**src/rtl/frac_rate_pkg.sv**
```systemverilog
package frac_rate_pkg;

  typedef enum logic [1:0] {
    SEL_NONE,
    SEL_CTRL,
    SEL_KICK
  } reg_sel_e;

  localparam int unsigned DEF_ADDR_W    = 8;
  localparam int unsigned DEF_DATA_W    = 32;
  localparam int unsigned DEF_FRAC_W    = 5;
  localparam int unsigned DEF_FIELD_LSB = 8;
  localparam int unsigned DEF_KICK_BIT  = 31;
  localparam int unsigned DEF_CTRL_OFS  = 'h20;
  localparam int unsigned DEF_KICK_OFS  = 'h04;

endpackage

```
**src/rtl/frac_rate_frame.sv**
```systemverilog
module frac_rate_frame #(
  parameter int unsigned FRAC_W = 5
) (
  input  logic clk_i,
  input  logic rst_ni,
  output logic frame_first_o,
  output logic frame_last_o
);

  logic [FRAC_W-1:0] cnt_q;

  always_ff @(posedge clk_i or negedge rst_ni) begin
    if (!rst_ni) cnt_q <= '0;
    else         cnt_q <= cnt_q + 1'b1;
  end

  assign frame_first_o = (cnt_q == '0);
  assign frame_last_o  = &cnt_q;

endmodule

```
**src/rtl/frac_rate_regs.sv**
```systemverilog
module frac_rate_regs
  import frac_rate_pkg::*;
#(
  parameter int unsigned ADDR_W    = DEF_ADDR_W,
  parameter int unsigned DATA_W    = DEF_DATA_W,
  parameter int unsigned FRAC_W    = DEF_FRAC_W,
  parameter int unsigned FIELD_LSB = DEF_FIELD_LSB,
  parameter int unsigned KICK_BIT  = DEF_KICK_BIT,
  parameter int unsigned CTRL_OFS  = DEF_CTRL_OFS,
  parameter int unsigned KICK_OFS  = DEF_KICK_OFS
) (
  input  logic              clk_i,
  input  logic              rst_ni,
  input  logic              wr_en_i,
  input  logic [ADDR_W-1:0] addr_i,
  input  logic [DATA_W-1:0] wdata_i,
  output logic [DATA_W-1:0] rdata_o,
  input  logic              commit_i,
  output logic [FRAC_W-1:0] active_red_o
);

  reg_sel_e          sel;
  logic [FRAC_W-1:0] field_q;
  logic [FRAC_W-1:0] staged_q;
  logic [FRAC_W-1:0] active_q;
  logic              pending_q;
  logic              kick_req;
  logic              unused_wdata;

  always_comb begin
    if (addr_i == ADDR_W'(CTRL_OFS))      sel = SEL_CTRL;
    else if (addr_i == ADDR_W'(KICK_OFS)) sel = SEL_KICK;
    else                                  sel = SEL_NONE;
  end

  assign kick_req     = wr_en_i && (sel == SEL_KICK) && wdata_i[KICK_BIT];
  assign unused_wdata = ^wdata_i;

  always_ff @(posedge clk_i or negedge rst_ni) begin
    if (!rst_ni) field_q <= '0;
    else if (wr_en_i && sel == SEL_CTRL) field_q <= wdata_i[FIELD_LSB +: FRAC_W];
  end

  // Commit on the boundary; a kick while pending is dropped.
  always_ff @(posedge clk_i or negedge rst_ni) begin
    if (!rst_ni) begin
      pending_q <= 1'b0;
      staged_q  <= '0;
      active_q  <= '0;
    end else if (pending_q && commit_i) begin
      pending_q <= 1'b0;
      active_q  <= staged_q;
    end else if (!pending_q && kick_req) begin
      pending_q <= 1'b1;
      staged_q  <= field_q;
    end
  end

  always_comb begin
    rdata_o = '0;
    if (sel == SEL_CTRL)      rdata_o[FIELD_LSB +: FRAC_W] = field_q;
    else if (sel == SEL_KICK) rdata_o[KICK_BIT] = pending_q;
  end

  assign active_red_o = active_q;

  assert_kick_clears_on_boundary_R6: assert property (@(posedge clk_i) disable iff (!rst_ni)
    $fell(pending_q) |-> $past(commit_i));

  assert_kick_done_at_boundary_R6: assert property (@(posedge clk_i) disable iff (!rst_ni)
    (pending_q && commit_i) |=> !pending_q);

  assert_ratio_holds_until_commit_R5: assert property (@(posedge clk_i) disable iff (!rst_ni)
    !$stable(active_q) |-> $past(pending_q && commit_i));

  assert_staged_frozen_R7: assert property (@(posedge clk_i) disable iff (!rst_ni)
    (pending_q && $past(pending_q)) |-> $stable(staged_q));

endmodule

```
**src/rtl/frac_rate_accum.sv**
```systemverilog
module frac_rate_accum #(
  parameter int unsigned FRAC_W = 5
) (
  input  logic            clk_i,
  input  logic            rst_ni,
  input  logic [FRAC_W:0] mult_i,
  input  logic            frame_first_i,
  input  logic            frame_last_i,
  output logic            en_o
);

  localparam logic [FRAC_W:0] FRAME = (FRAC_W+1)'(1) << FRAC_W;

  logic [FRAC_W-1:0] acc_q;
  logic [FRAC_W:0]   sum;
  logic              hit;
  logic              en_q;
  logic [FRAC_W:0]   pulse_cnt_q;

  assign sum = {1'b0, acc_q} + mult_i;
  assign hit = (sum >= FRAME);

  always_ff @(posedge clk_i or negedge rst_ni) begin
    if (!rst_ni) begin
      acc_q <= '0;
      en_q  <= 1'b0;
    end else begin
      acc_q <= hit ? FRAC_W'(sum - FRAME) : sum[FRAC_W-1:0];
      en_q  <= hit;
    end
  end

  assign en_o = en_q;

  // Per-frame pulse tally, used only by the checks below.
  always_ff @(posedge clk_i or negedge rst_ni) begin
    if (!rst_ni)           pulse_cnt_q <= '0;
    else if (frame_last_i) pulse_cnt_q <= '0;
    else                   pulse_cnt_q <= pulse_cnt_q + {{FRAC_W{1'b0}}, hit};
  end

  assert_mult_in_range_R4: assert property (@(posedge clk_i) disable iff (!rst_ni)
    (mult_i != '0) && (mult_i <= FRAME));

  assert_frame_pulse_count_R4: assert property (@(posedge clk_i) disable iff (!rst_ni)
    frame_last_i |-> ((pulse_cnt_q + {{FRAC_W{1'b0}}, hit}) == mult_i));

  assert_acc_empty_at_frame_R8: assert property (@(posedge clk_i) disable iff (!rst_ni)
    frame_first_i |-> (acc_q == '0));

endmodule

```
**src/rtl/frac_rate_ctrl.sv**
```systemverilog
module frac_rate_ctrl
  import frac_rate_pkg::*;
#(
  parameter int unsigned ADDR_W    = DEF_ADDR_W,
  parameter int unsigned DATA_W    = DEF_DATA_W,
  parameter int unsigned FRAC_W    = DEF_FRAC_W,
  parameter int unsigned FIELD_LSB = DEF_FIELD_LSB,
  parameter int unsigned KICK_BIT  = DEF_KICK_BIT,
  parameter int unsigned CTRL_OFS  = DEF_CTRL_OFS,
  parameter int unsigned KICK_OFS  = DEF_KICK_OFS
) (
  input  logic              clk_i,
  input  logic              rst_ni,
  input  logic              wr_en_i,
  input  logic [ADDR_W-1:0] addr_i,
  input  logic [DATA_W-1:0] wdata_i,
  output logic [DATA_W-1:0] rdata_o,
  output logic              clk_en_o
);

  localparam logic [FRAC_W:0] FRAME = (FRAC_W+1)'(1) << FRAC_W;

  logic              frame_first;
  logic              frame_last;
  logic [FRAC_W-1:0] active_red;
  logic [FRAC_W:0]   mult;

  frac_rate_frame #(.FRAC_W(FRAC_W)) u_frame (
    .clk_i         (clk_i),
    .rst_ni        (rst_ni),
    .frame_first_o (frame_first),
    .frame_last_o  (frame_last)
  );

  frac_rate_regs #(
    .ADDR_W    (ADDR_W),
    .DATA_W    (DATA_W),
    .FRAC_W    (FRAC_W),
    .FIELD_LSB (FIELD_LSB),
    .KICK_BIT  (KICK_BIT),
    .CTRL_OFS  (CTRL_OFS),
    .KICK_OFS  (KICK_OFS)
  ) u_regs (
    .clk_i        (clk_i),
    .rst_ni       (rst_ni),
    .wr_en_i      (wr_en_i),
    .addr_i       (addr_i),
    .wdata_i      (wdata_i),
    .rdata_o      (rdata_o),
    .commit_i     (frame_last),
    .active_red_o (active_red)
  );

  assign mult = FRAME - {1'b0, active_red};

  frac_rate_accum #(.FRAC_W(FRAC_W)) u_accum (
    .clk_i         (clk_i),
    .rst_ni        (rst_ni),
    .mult_i        (mult),
    .frame_first_i (frame_first),
    .frame_last_i  (frame_last),
    .en_o          (clk_en_o)
  );

endmodule

```
**config.mk**
```make
export PLATFORM = sky130hd
export DESIGN_NAME = frac_rate_ctrl
export DESIGN_NICKNAME = d
export VERILOG_FILES = /design/src/rtl/frac_rate_pkg.sv /design/src/rtl/frac_rate_frame.sv /design/src/rtl/frac_rate_regs.sv /design/src/rtl/frac_rate_accum.sv /design/src/rtl/frac_rate_ctrl.sv
export SDC_FILE = /design/constraint.sdc
export NUM_CORES = 1
export LEC_CHECK = 0
export ABC_CLOCK_PERIOD_IN_PS = 3850
export BUFFER_PORTS_ARGS = -buffer_cell sky130_fd_sc_hd__buf_2
export CAP_MARGIN = 20
export CORE_MARGIN = 3
export CORE_UTILIZATION = 45
export CTS_CLUSTER_SIZE = 14
export DETAILED_ROUTE_END_ITERATION = 10
export PLACE_DENSITY_LB_ADDON = 0.12
export SLEW_MARGIN = 40
export SYNTH_ARGS = -nofsm -noshare
export SYNTH_HDL_FRONTEND = slang
export SYNTH_HIERARCHICAL = 1
export SYNTH_SLANG_ARGS = --single-unit
```
**constraint.sdc**
```tcl
create_clock -name clk_i -period 3.85 [get_ports clk_i]
set_clock_uncertainty 0.1 [all_clocks]
set_input_delay 0.5775 -clock clk_i [delete_from_list [all_inputs] [get_ports clk_i]]
set_output_delay 0.5775 -clock clk_i [all_outputs]
set_load 0.01 [all_outputs]
```
==> out/results.ini <==
[flow_run]
cap_violations=0

[detailed_routing]
wire_per_inst_um=10.99
final_antenna_net_count=0
drc=0
wirelength_um=2144
first_pass_iters=4
vias=877
via_per_inst=4.497
drt_iter0_drc=22

[yosys]
syn-mean-instance-area_um2=12.18
synth_warnings=6
netlist_area_um2=1523
synthCells=125

[grt]
grt_pass1_wl_um=3884
grt_start_max_net_pins=28
antenna_found_initial=0
grt_usage_pct=11.73
overflow=0
grt_pass1_vias=870

[sta]
slew_headroom_pct=60.42
grt_setup_unrepaired=false
finalSetupViolCount=0
worstMarginPinSlew_ns=0.5938
maxSlewViolCount=0
timing.hold.ws_ns=0.1424
period_share_pct=56.27
period_minus_slack_ns=2.166
hold_viol_final=0
setup_ws_ns=1.684
fin_setup_tns_ns=0
max_freq_mhz=461.6

[clocking]
numCtsBuffers=3
h-tree-depth=1
ctsRootBufferMaster=clkbuf_4
cts_tree=yes
hold_buffers=0
cts_setup_buffers=0
clkSinkCount=27
insertion_delay_ns=0.31
cts_resized=0
clockBufferDepth=2
clk_pin_slew_worst_paths_ns=0.13

[min_path]
min_path_type=input port to asynchronous set/reset pin

[placement]
place_congestion=0.7465
dp_slack_ns=1.671
numPortBuffers=23
dp_hpwl_um=1745

[die]
fp.dieW_um=64.17
initial_core_util_pct=48.68
num_io_pins=76
die-area_um2=4118
die_y_um=64.17
core_um2=3128
rows=20

[power]
ir_drop_v=0.0002555
p_leak_nw=0.8901
p_total_w=0.0004381
powerDensity_nw_per_um2=270.8

[setup_path]
arrival_ns=1.49
critPathTopFamily=simple AND/OR/NAND/NOR gates
reg2reg_from=u_regs/active_red_o[0]
rrSetupSlack_ns=1.96
startpoint_type=input port
worst-endpoint-required_ns=3.17
slowest_stage=nor4b_2
r2r_end=u_accum/en_o
path_max_fanout=6
path_buf_inv=2
cp_slowest_stage_delay_ns=0.44
worstPathCellList=buf_2 > nor4b_2 > and3_2 > buf_2
cp_common_cell=buf_2
worst-setup-path-type=input port to primary output
critPathCaptureType=primary output
worstRegToRegCells=7

[cells_and_area]
fin_nets=205
fin_util_pct=51.72
syn_to_final_growth_pct=6.245
drive_gt1_share_pct=37.75
diodes=0

[status]
status=finished clean

worst reg2reg max path, delay by kind of cell (launching register included):
family / cells / cell delay (ns)
adders and majority gates: 2 / 0.64
AOI/OAI and AO/OA: 3 / 0.49
DFF: 1 / 0.43
xor gates and xnor gates: 1 / 0.12
buffers and inverters: 1 / 0.06
layer usage:
metal	vias to the layer above	routed length, um	track usage (%)
li1	425	-	-
met1	417	936	14.67
met2	33	1032	20.26
met3	2	163	3.163
met4	0	11	2.375
met5	-	0	0
registers in the layout (all words and copies together), names as in the netlist:
name and cells:
u_accum/acc_q 5, u_frame/cnt_q 5, u_regs/active_red_o 5, u_regs/pending_q 1, u_regs/staged_q 5, u_regs/field_q 5
u_accum/en_o 1
final cells by class:
cell class,count,area [um^2]
Inverter,10,37.54
Fill cell,287,1510
Tap cell,44,55.05
Clock buffer,4,26.28
Multi-Input combinational cell,87,708.2
Sequential cell,27,675.6
Timing Repair Buffer,23,115.1
where the power goes:
part           switching (W)  internal (W)  total [W]
Sequential        0.00000193      0.000286   0.000288
Combinational      0.0000228    0.00000931  0.0000321
Clock              0.0000773     0.0000405   0.000118
through the flow:
| stage | cell area (um^2) | std cells |
|---|---|---|
| finish | 1618 | 195 |
| detailed placement | 1592 | 191 |
| global route | 1618 | 195 |
| CTS | 1618 | 195 |
| global placement | 1592 | 191 |
| floorplan | 1617 | 150 |
layout by cell type, fill, tap and decap left out:
master,count
xor2_1,1
and3_2,7
clkbuf_1,1
inv_1,10
nand2_1,1
buf_2,23
xnor2_1,8
o21bai_1,1
fa_1,1
ha_1,9
nor4_4,1
a21o_2,1
o21ai_0,2
clkbuf_4,3
nand3_1,2
conb_1,26
nor4b_2,1
a21oi_1,2
a21oi_2,1
nor3_2,1
a211oi_2,1
nor3b_2,2
dfrtp_1,27
nand4_2,1
nor2b_1,1
nor4b_1,1
a21o_1,1
mux2_2,15
how the worst max path moves through the flow:
| stage | slack, ns | cells after the start | end | startpoint |
|---|---|---|---|---|
| floorplan | 1.96 | 2 | rdata_o[31] | addr_i[5] |
| global placement | 1.69 | 4 | rdata_o[11] | addr_i[2] |
| detailed placement | 1.67 | 4 | rdata_o[8] | addr_i[2] |
| CTS | 1.67 | 4 | rdata_o[9] | addr_i[2] |
| global route | 1.56 | 4 | rdata_o[9] | addr_i[2] |
| finish | 1.68 | 4 | rdata_o[8] | addr_i[2] |
No activity file was read; power rests on OpenSTA's default activity.
